**src/rtl/mbus_pkg.sv**
```systemverilog
// Shared types for the multiplexed bus cycle sequencer.
// Assumes a bus built from T-states that advance one per clock.
package mbus_pkg;
    typedef enum logic [2:0] {
        S_IDLE = 3'd0,
        S_T1   = 3'd1,
        S_T2   = 3'd2,
        S_T3   = 3'd3,
        S_TW   = 3'd4,
        S_T4   = 3'd5,
        S_HOLD = 3'd6
    } tstate_e;

    // True in the states where the strobes are active.
    function automatic logic is_data_phase(tstate_e s);
        return (s == S_T2) || (s == S_T3) || (s == S_TW);
    endfunction
endpackage

```
**src/rtl/mbus_fsm.sv**
```systemverilog
// T-state sequencer. Decides when to start a cycle, insert waits or grant
// the bus. Assumes hold_in is already synchronised to clk.
module mbus_fsm
    import mbus_pkg::*;
(
    input  logic    clk,
    input  logic    rst_n,
    input  logic    req_valid,
    input  logic    split_pend,
    input  logic    hold_in,
    input  logic    ready_in,
    output tstate_e state,
    output logic    open_slot
);
    tstate_e nxt;
    logic    boundary;

    assign boundary  = (state == S_IDLE) || (state == S_T4);
    assign open_slot = boundary && !split_pend && !hold_in;

    // Next-state selection; hold wins over a new request at a boundary.
    always_comb begin
        nxt = state;
        case (state)
            S_IDLE:  nxt = hold_in ? S_HOLD : (req_valid ? S_T1 : S_IDLE);
            S_T1:    nxt = S_T2;
            S_T2:    nxt = S_T3;
            S_T3:    nxt = ready_in ? S_T4 : S_TW;
            S_TW:    nxt = ready_in ? S_T4 : S_TW;
            S_T4:    nxt = split_pend ? S_T1 :
                           (hold_in ? S_HOLD : (req_valid ? S_T1 : S_IDLE));
            S_HOLD:  nxt = hold_in ? S_HOLD : S_IDLE;
            default: nxt = S_IDLE;
        endcase
    end

    // State register.
    always_ff @(posedge clk) begin
        if (!rst_n) state <= S_IDLE;
        else        state <= nxt;
    end
endmodule

```
**src/rtl/mbus_cmd.sv**
```systemverilog
// Command holder. Latches the accepted request, splits odd-address words
// into two beats, places write bytes on lanes and assembles read data.
// Assumes DW is two bytes wide.
module mbus_cmd
    import mbus_pkg::*;
#(
    parameter int AW = 20,
    parameter int DW = 16
) (
    input  logic          clk,
    input  logic          rst_n,
    input  tstate_e       state,
    input  logic          accept,
    input  logic          req_write,
    input  logic          req_mem,
    input  logic          req_word,
    input  logic [AW-1:0] req_addr,
    input  logic [DW-1:0] req_wdata,
    input  logic          ready_in,
    input  logic [DW-1:0] ad_in,
    output logic [AW-1:0] beat_addr,
    output logic          c_write,
    output logic          c_mem,
    output logic          upper_en,
    output logic [DW-1:0] lane_wdata,
    output logic          split_pend,
    output logic          done_valid,
    output logic [DW-1:0] rdata
);
    localparam int LW = DW / 2;

    logic [AW-1:0] c_addr;
    logic [DW-1:0] c_wdata;
    logic          c_word, second, a0, last_sample;
    logic [LW-1:0] byte_sel;

    assign beat_addr   = second ? c_addr + AW'(1) : c_addr;
    assign a0          = beat_addr[0];
    assign split_pend  = c_word && c_addr[0] && !second;
    assign upper_en    = a0 || (c_word && !c_addr[0]);
    assign byte_sel    = second ? c_wdata[DW-1:LW] : c_wdata[LW-1:0];
    assign last_sample = ((state == S_T3) || (state == S_TW)) && ready_in;

    // Lane placement of write data for the current beat.
    always_comb begin
        if (c_word && !c_addr[0]) lane_wdata = c_wdata;
        else if (a0)              lane_wdata = {byte_sel, {LW{1'b0}}};
        else                      lane_wdata = {{LW{1'b0}}, byte_sel};
    end

    // Request latch and split-beat tracking.
    always_ff @(posedge clk) begin
        if (!rst_n) begin
            c_addr  <= '0;
            c_wdata <= '0;
            c_write <= 1'b0;
            c_mem   <= 1'b0;
            c_word  <= 1'b0;
            second  <= 1'b0;
        end else if (accept) begin
            c_addr  <= req_addr;
            c_wdata <= req_wdata;
            c_write <= req_write;
            c_mem   <= req_mem;
            c_word  <= req_word;
            second  <= 1'b0;
        end else if (state == S_T4 && split_pend) begin
            second  <= 1'b1;
        end
    end

    // Read data assembly and completion pulse.
    always_ff @(posedge clk) begin
        if (!rst_n) begin
            rdata      <= '0;
            done_valid <= 1'b0;
        end else begin
            done_valid <= last_sample && !split_pend;
            if (last_sample && !c_write) begin
                if (second) begin
                    rdata[DW-1:LW] <= ad_in[LW-1:0];
                end else begin
                    rdata[LW-1:0]  <= a0 ? ad_in[DW-1:LW] : ad_in[LW-1:0];
                    rdata[DW-1:LW] <= (c_word && !a0) ? ad_in[DW-1:LW] : '0;
                end
            end
        end
    end
endmodule

```
**src/rtl/mbus_pins.sv**
```systemverilog
// Pin decoder. Derives the bus strobes from the T-state. A falling-edge
// flop provides the half-cycle edges of the transceiver enable and the
// write-data release. Assumes AW > DW.
module mbus_pins
    import mbus_pkg::*;
#(
    parameter int AW = 20,
    parameter int DW = 16
) (
    input  logic             clk,
    input  logic             rst_n,
    input  tstate_e          state,
    input  logic [AW-1:0]    beat_addr,
    input  logic             c_write,
    input  logic             c_mem,
    input  logic             upper_en,
    input  logic [DW-1:0]    lane_wdata,
    output logic [DW-1:0]    ad_out,
    output logic             ad_oe,
    output logic [AW-DW-1:0] a_hi,
    output logic             ale,
    output logic             rd_n,
    output logic             wr_n,
    output logic             dt_r,
    output logic             den_n,
    output logic             m_io,
    output logic             bhe_n,
    output logic             ctl_oe,
    output logic             hlda
);
    logic mid_q, dphase, in_t1, in_t4;

    assign dphase = is_data_phase(state);
    assign in_t1  = (state == S_T1);
    assign in_t4  = (state == S_T4);

    // Mid-cycle marker: set mid-T2, cleared mid-T4.
    always_ff @(negedge clk) begin
        if (!rst_n) mid_q <= 1'b0;
        else        mid_q <= dphase;
    end

    assign ale    = in_t1;
    assign ad_oe  = in_t1 || (c_write && (dphase || (in_t4 && mid_q)));
    assign a_hi   = in_t1 ? beat_addr[AW-1:DW] : '0;
    assign rd_n   = !(dphase && !c_write);
    assign wr_n   = !(dphase && c_write);
    assign den_n  = !mid_q;
    assign dt_r   = c_write;
    assign m_io   = c_mem;
    assign bhe_n  = !(in_t1 && upper_en);
    assign hlda   = (state == S_HOLD);
    assign ctl_oe = !hlda;

    // Shared-line mux: address in T1, write data while driven.
    always_comb begin
        if (in_t1)      ad_out = beat_addr[DW-1:0];
        else if (ad_oe) ad_out = lane_wdata;
        else            ad_out = '0;
    end
endmodule

```
**src/rtl/mbus_cycle_seq.sv**
```systemverilog
// Top of the multiplexed bus cycle sequencer. Connects the T-state FSM, the
// command holder and the pin decoder. Takes one request at a time.
module mbus_cycle_seq
    import mbus_pkg::*;
#(
    parameter int AW = 20,
    parameter int DW = 16
) (
    input  logic             clk,
    input  logic             rst_n,
    input  logic             req_valid,
    output logic             req_ready,
    input  logic             req_write,
    input  logic             req_mem,
    input  logic             req_word,
    input  logic [AW-1:0]    req_addr,
    input  logic [DW-1:0]    req_wdata,
    output logic             done_valid,
    output logic [DW-1:0]    rsp_rdata,
    input  logic             ready_in,
    input  logic             hold_in,
    output logic             hlda,
    input  logic [DW-1:0]    ad_in,
    output logic [DW-1:0]    ad_out,
    output logic             ad_oe,
    output logic [AW-DW-1:0] a_hi,
    output logic             ale,
    output logic             rd_n,
    output logic             wr_n,
    output logic             dt_r,
    output logic             den_n,
    output logic             m_io,
    output logic             bhe_n,
    output logic             ctl_oe
);
    tstate_e       state;
    logic          open_slot, accept, split_pend;
    logic          c_write, c_mem, upper_en;
    logic [AW-1:0] beat_addr;
    logic [DW-1:0] lane_wdata;

    assign req_ready = open_slot;
    assign accept    = open_slot && req_valid;

    mbus_fsm u_fsm (
        .clk        (clk),
        .rst_n      (rst_n),
        .req_valid  (req_valid),
        .split_pend (split_pend),
        .hold_in    (hold_in),
        .ready_in   (ready_in),
        .state      (state),
        .open_slot  (open_slot)
    );

    mbus_cmd #(.AW(AW), .DW(DW)) u_cmd (
        .clk        (clk),
        .rst_n      (rst_n),
        .state      (state),
        .accept     (accept),
        .req_write  (req_write),
        .req_mem    (req_mem),
        .req_word   (req_word),
        .req_addr   (req_addr),
        .req_wdata  (req_wdata),
        .ready_in   (ready_in),
        .ad_in      (ad_in),
        .beat_addr  (beat_addr),
        .c_write    (c_write),
        .c_mem      (c_mem),
        .upper_en   (upper_en),
        .lane_wdata (lane_wdata),
        .split_pend (split_pend),
        .done_valid (done_valid),
        .rdata      (rsp_rdata)
    );

    mbus_pins #(.AW(AW), .DW(DW)) u_pins (
        .clk        (clk),
        .rst_n      (rst_n),
        .state      (state),
        .beat_addr  (beat_addr),
        .c_write    (c_write),
        .c_mem      (c_mem),
        .upper_en   (upper_en),
        .lane_wdata (lane_wdata),
        .ad_out     (ad_out),
        .ad_oe      (ad_oe),
        .a_hi       (a_hi),
        .ale        (ale),
        .rd_n       (rd_n),
        .wr_n       (wr_n),
        .dt_r       (dt_r),
        .den_n      (den_n),
        .m_io       (m_io),
        .bhe_n      (bhe_n),
        .ctl_oe     (ctl_oe),
        .hlda       (hlda)
    );
endmodule

```
**config.mk**
```make
export PLATFORM = sky130hd
export DESIGN_NAME = mbus_cycle_seq
export DESIGN_NICKNAME = d
export VERILOG_FILES = /design/src/rtl/mbus_pkg.sv /design/src/rtl/mbus_fsm.sv /design/src/rtl/mbus_cmd.sv /design/src/rtl/mbus_pins.sv /design/src/rtl/mbus_cycle_seq.sv
export SDC_FILE = /design/constraint.sdc
export NUM_CORES = 1
export LEC_CHECK = 0
export BUFFER_PORTS_ARGS = -buffer_cell sky130_fd_sc_hd__buf_2
export CORE_ASPECT_RATIO = 0.7
export CORE_UTILIZATION = 45
export CTS_BUF_LIST = sky130_fd_sc_hd__clkbuf_2
export CTS_CLUSTER_DIAMETER = 120
export DETAILED_ROUTE_END_ITERATION = 12
export PLACE_DENSITY = 0.73
export SETUP_SLACK_MARGIN = 0.05
export SYNTH_ARGS = -nofsm -noshare
export SYNTH_HDL_FRONTEND = slang
export SYNTH_SLANG_ARGS = --single-unit
```
**constraint.sdc**
```tcl
create_clock -name clk -period 2.7 [get_ports clk]
set_input_delay 0.405 -clock clk [delete_from_list [all_inputs] [get_ports clk]]
set_output_delay 0.405 -clock clk [all_outputs]
set_load 0.1 [all_outputs]
```
## Yosys cells after proc, flatten, opt, wreduce, memory -nomap -nowiden

Index checks and enable logic that the tools add are counted.

- Flip-flop bits (word level): 61
- Word-level logic and storage cells: 74
- Output and inout port bits: 48

- Reduce and logical (&&, ||, !) cells: 38
- Muxes and demuxes: 16
- $add $sub $neg: 1
- Equal/unequal tests: 6
- Bitwise gates (word level): 2

Operators with widths:

| operator | number |
|---|---|
| 16-bit 2-to-1 mux | 4 |
| 8-bit 2-to-1 mux | 4 |
| 20-bit by 1-bit adder with 20-bit output, second input constant | 1 |
| 20-bit 2-to-1 mux | 1 |
| 3-bit one-hot mux with 6 select lines | 1 |
| 1-bit logical AND | 16 |
| 1-bit logical NOT | 11 |
| 3-bit == test, second input constant | 3 |
| 3-bit 2-to-1 mux | 3 |
| 1-bit logical OR | 7 |
| 3-bit by 2-bit == test with 1-bit output, second input constant | 2 |
| 4-bit 2-to-1 mux | 1 |
| 2-bit OR reduction | 2 |
| 3-bit by 1-bit == test with 1-bit output, second input constant | 1 |
| 3-bit logical NOT | 1 |
| 1-bit 2-to-1 mux | 2 |
| 1-bit NOT | 2 |
| 2-bit AND reduction | 1 |

## Longest topological paths before layout

- Depth in word-level cells: 8
- Depth in mapped cells: 7

## Hierarchy

Synthesis repeated with hierarchy kept, for this count alone.

- Cell total of the unflattened synthesis: 398
- Area total of the unflattened synthesis: 3,512.1 um^2

Modules (own cells, without submodules):

| module | cells each | area each (um^2) | times used |
|---|---|---|---|
| mbus_cmd | 295 | 2,875.3 | 1 |
| mbus_pins | 78 | 441.7 | 1 |
| mbus_fsm | 24 | 188.9 | 1 |
| mbus_cycle_seq | 1 | 6.3 | 1 |

==> metrics.md <==
| Metric | Value |
|---|---|
| Status | finished, violations left |
| Violated checks | negative setup slack |
| Worst Hold End | u_cmd.c_wdata[12] |
| # hold bufs at CTS | 0 |
| Worst EP required | 2.30 ns |
| Post-route setup slack | -0.8032 ns |
| Synth cell types | 54 |
| GPL Wtd Cong | 0.8296 |
| Top FF cell, synth | dfxtp_1 |
| P_leak | 1.882 nW |
| Antenna-violating nets left | 0 |
| Number of synthesis warnings | 0 |
| Maximum number of pins on one net before global-route repair | 80 |
| Gate count after technology mapping | 428 |
| Fillers | 594 |
| I/O Pins | 108 |
| Pins Over Slew Limit | 0 |
| Critical path's slowest cell | dfxtp_2 |
| Crit path largest cell delay | 0.33 ns |
| Number of buffers and inverters on the critical path | 3 |
| Final net count | 608 |
| Max-Cap Viols | 0 |
| Max_slew headroom | 51.67% |
| R2R Path End | u_pins.mid_q |
| Post-DP HPWL | 7.278 mm |
| Flip-flop and latch count after synthesis | 61 |
| Initial Util | 47.78% |
| Gr usage total | 26.57% |
| Reg clk slew, reported paths | 0.18 ns |
| Via count | 3564 |
| H-tree depth | 3 |
| Hold_ws | 0.1425 ns |
| Post-synthesis sequential area ratio | 36.80% |
| Die area | 0.007727 mm^2 |
| Initial DRC Count | 255 |
| RSZ-0062 raised after global routing | yes |
| Root buffer cell | clkbuf_2 |
| Overall Power | 0.002605 W |
| Cts bufs inserted | 9 |
| # rows | 25 |
| Hold path cells | 3 |
| Setup crit start | u_pins.mid_q |
| Total wire length | 10.10 mm |
| P&R area growth vs syn | 48.42% |
| R2r worst-path depth | 4 |
| Critical path arrival | 3.10 ns |
| Final setup fails | 19 |
| Max clock buf depth | 2 |
| Number of flops mapped to enable cells by yosys | 0 |
| IO buf count | 107 |
| Core area | 0.006944 mm^2 |
| Post-synth top area share | 36.80% |
| R2r setup slk | 0.30 ns |
| Net Count, Synth | 489 |
| Hold/Removal Path Class | input port to flip-flop |
| Top-count cell post-synth | dfxtp_1 |
| WL/cell | 15.63 um |
| Layout cells sized above 1 | 38.77% |
| Ant. Diodes | 0 |
| Worst-Margin Slew | 0.7249 ns |
| First-pass GRT wire length | 15.93 mm |
| First-pass detailed-route iteration total | 6 |
| CTS Sinks | 61 |
| Synth async-reset ratio | 0% |
| Initial antenna violation count | 0 |
| Mean Syn Cell Area | 7.753 um^2 |
| DP Area | 0.004583 mm^2 |
| CTS tree | yes |
| Worst path top cell family by delay | buffers and inverters |
| IR drop worst, VDD | 397.8 uV |
| Max FO, Critical Path | 7 |
| Clock Skews | 0.01587 ns |
| Post-synth top cells | dfxtp_1, nand2_1, o21ai_0 |
| Synth top area cells | dfxtp_1, o21ai_0, nand2_1, nand3_1, a22oi_1 |
| Critical Setup Path Class | flip-flop to output port |
| RR Startpoint | u_fsm.state[0] |
| Setup crit end kind | output port |
| Die H | 73.85 um |
| Area of the multi-input gates | 0.002237 mm^2 |
| Reg area | 0.001250 mm^2 |
| Final hold vios | 0 |
| Hold_sp | req_wdata[12] |
| Vias in the first global route | 3155 |
| Synthesized area | 0.003318 mm^2 |
| Pre-CTS setup slack | -0.3285 ns |
| Die width | 104.6 um |
| Clock latency at the later pin of the worst-skew pair | 0.48 ns |
| Setup TNS | -13.90 ns |
| Crit-path most repeated cell | buf_12 |
| Final instance area | 0.004925 mm^2 |
| Global route total overflow | 0 |
| PD cells | 529.1 mW/mm^2 |
| Area leader, netlist | dfxtp_1 |
| CP cell instances | clkinvlp_4 > a21oi_4 > o21ai_4 > buf_12 > o22ai_4 > buf_12 |
| Vias per cell | 5.517 |
| Residual DRC | 0 |
| Crit start category | flip-flop |
==> per-layer routing <==
metal / part of all wire [%] / wire length, um / GRT usage (%) / vias up
li1: - / - / - / 1790
met1: 48 / 4807 / 36.33 / 1651
met2: 45 / 4537 / 41.57 / 105
met3: 5.9 / 592 / 5.945 / 18
met4: 1.6 / 162 / 9.077 / 0
met5: 0 / 0 / 0 / -
==> sequential cells by signal, summed over array words and instances (netlist names) <==
register and cells:
u_cmd.c_wdata 16, u_cmd.c_write 1, u_cmd.done_valid 1, u_cmd.c_word 1, u_pins.mid_q 1, u_cmd.second 1
u_fsm.state 3, u_cmd.rdata 16, u_cmd.c_mem 1, u_cmd.c_addr 20
==> report_power, final <==
part / total, W / internal [W] / switching [W]
combinational: 0.00107 / 0.000307 / 0.000759
clock: 0.000468 / 0.000121 / 0.000348
sequential: 0.00107 / 0.000986 / 0.0000854
total: 0.00261 / 0.00141 / 0.00119
==> through the flow <==
step,utilization (%),std cells
CTS,69.66,640
global route,70.92,646
global placement,66.00,613
finish,70.92,646
detailed placement,66.00,613
floorplan,-,428
==> cell families (layout without fill, tap and decap cells) <==
kind of cell | count (synthesis) | in the layout | synth area share (%)
compound gates | 116 | 116 | 22.70
xor+xnor | 16 | 16 | 4.449
fa+ha+maj | 1 | 1 | 0.3770
buf+inv | 47 | 171 | 6.146
flops | 61 | 61 | 36.80
mux | 10 | 10 | 3.017
simple gates | 177 | 177 | 26.51
==> worst register-to-register path, stage by stage, from the launching register on <==
cell,delay [ns]
dfxtp_4,0.41
nand2b_1,0.21
nor2_1,0.20
nor2_1,0.09
nor2_1,0.09
==> repair_timing <==
action	in CTS	in global routing
gates resized for setup	22	10
setup endpoints to repair	24	23
cloned	1	0
setup buffers	10	6
pin swaps	8	3
==> worst max-delay path by stage <==
stage / to / cells after the start
after global routing: ad_out[13] / 6
after floorplan: ad_out[10] / 5
final: ad_out[5] / 6
after global placement: ad_out[4] / 6
after CTS: ad_out[5] / 6
after detailed placement: ad_out[5] / 6
==> cell usage in the layout, fill, tap and decap left out, types with 3 or more instances in the layout <==
cell type | netlist | layout
buf_4 | 1 | 33
nor2_1 | 32 | 30
mux2i_1 | 10 | 10
buf_12 | 0 | 24
a22oi_1 | 16 | 16
a211oi_1 | 9 | 9
nand4_1 | 5 | 5
nor4_1 | 5 | 3
nand2b_1 | 3 | 3
buf_2 | 3 | 84
dfxtp_4 | 0 | 6
a311oi_1 | 8 | 8
o22ai_4 | 0 | 16
nor2b_1 | 3 | 3
nand3_1 | 43 | 42
o21ai_0 | 45 | 42
inv_1 | 11 | 10
xor2_1 | 4 | 4
clkbuf_2 | 2 | 10
nand2_1 | 58 | 58
dfxtp_2 | 0 | 5
a31o_2 | 3 | 3
a21oi_1 | 7 | 5
xnor2_1 | 11 | 11
nor3_1 | 6 | 6
dfxtp_1 | 61 | 50
nand3b_1 | 10 | 10
==> layout make-up <==
cell class / count / share of cell area, %
multi-input cells: 320 / 45.43
clock buffers: 10 / 1.016
well taps: 94 / 2.388
repair buffers: 143 / 24.11
inverters: 11 / 0.9909
clock inverters: 7 / 0.6860
flip-flops and latches: 61 / 25.38
Note: power is estimated with default switching activity, not from simulation.
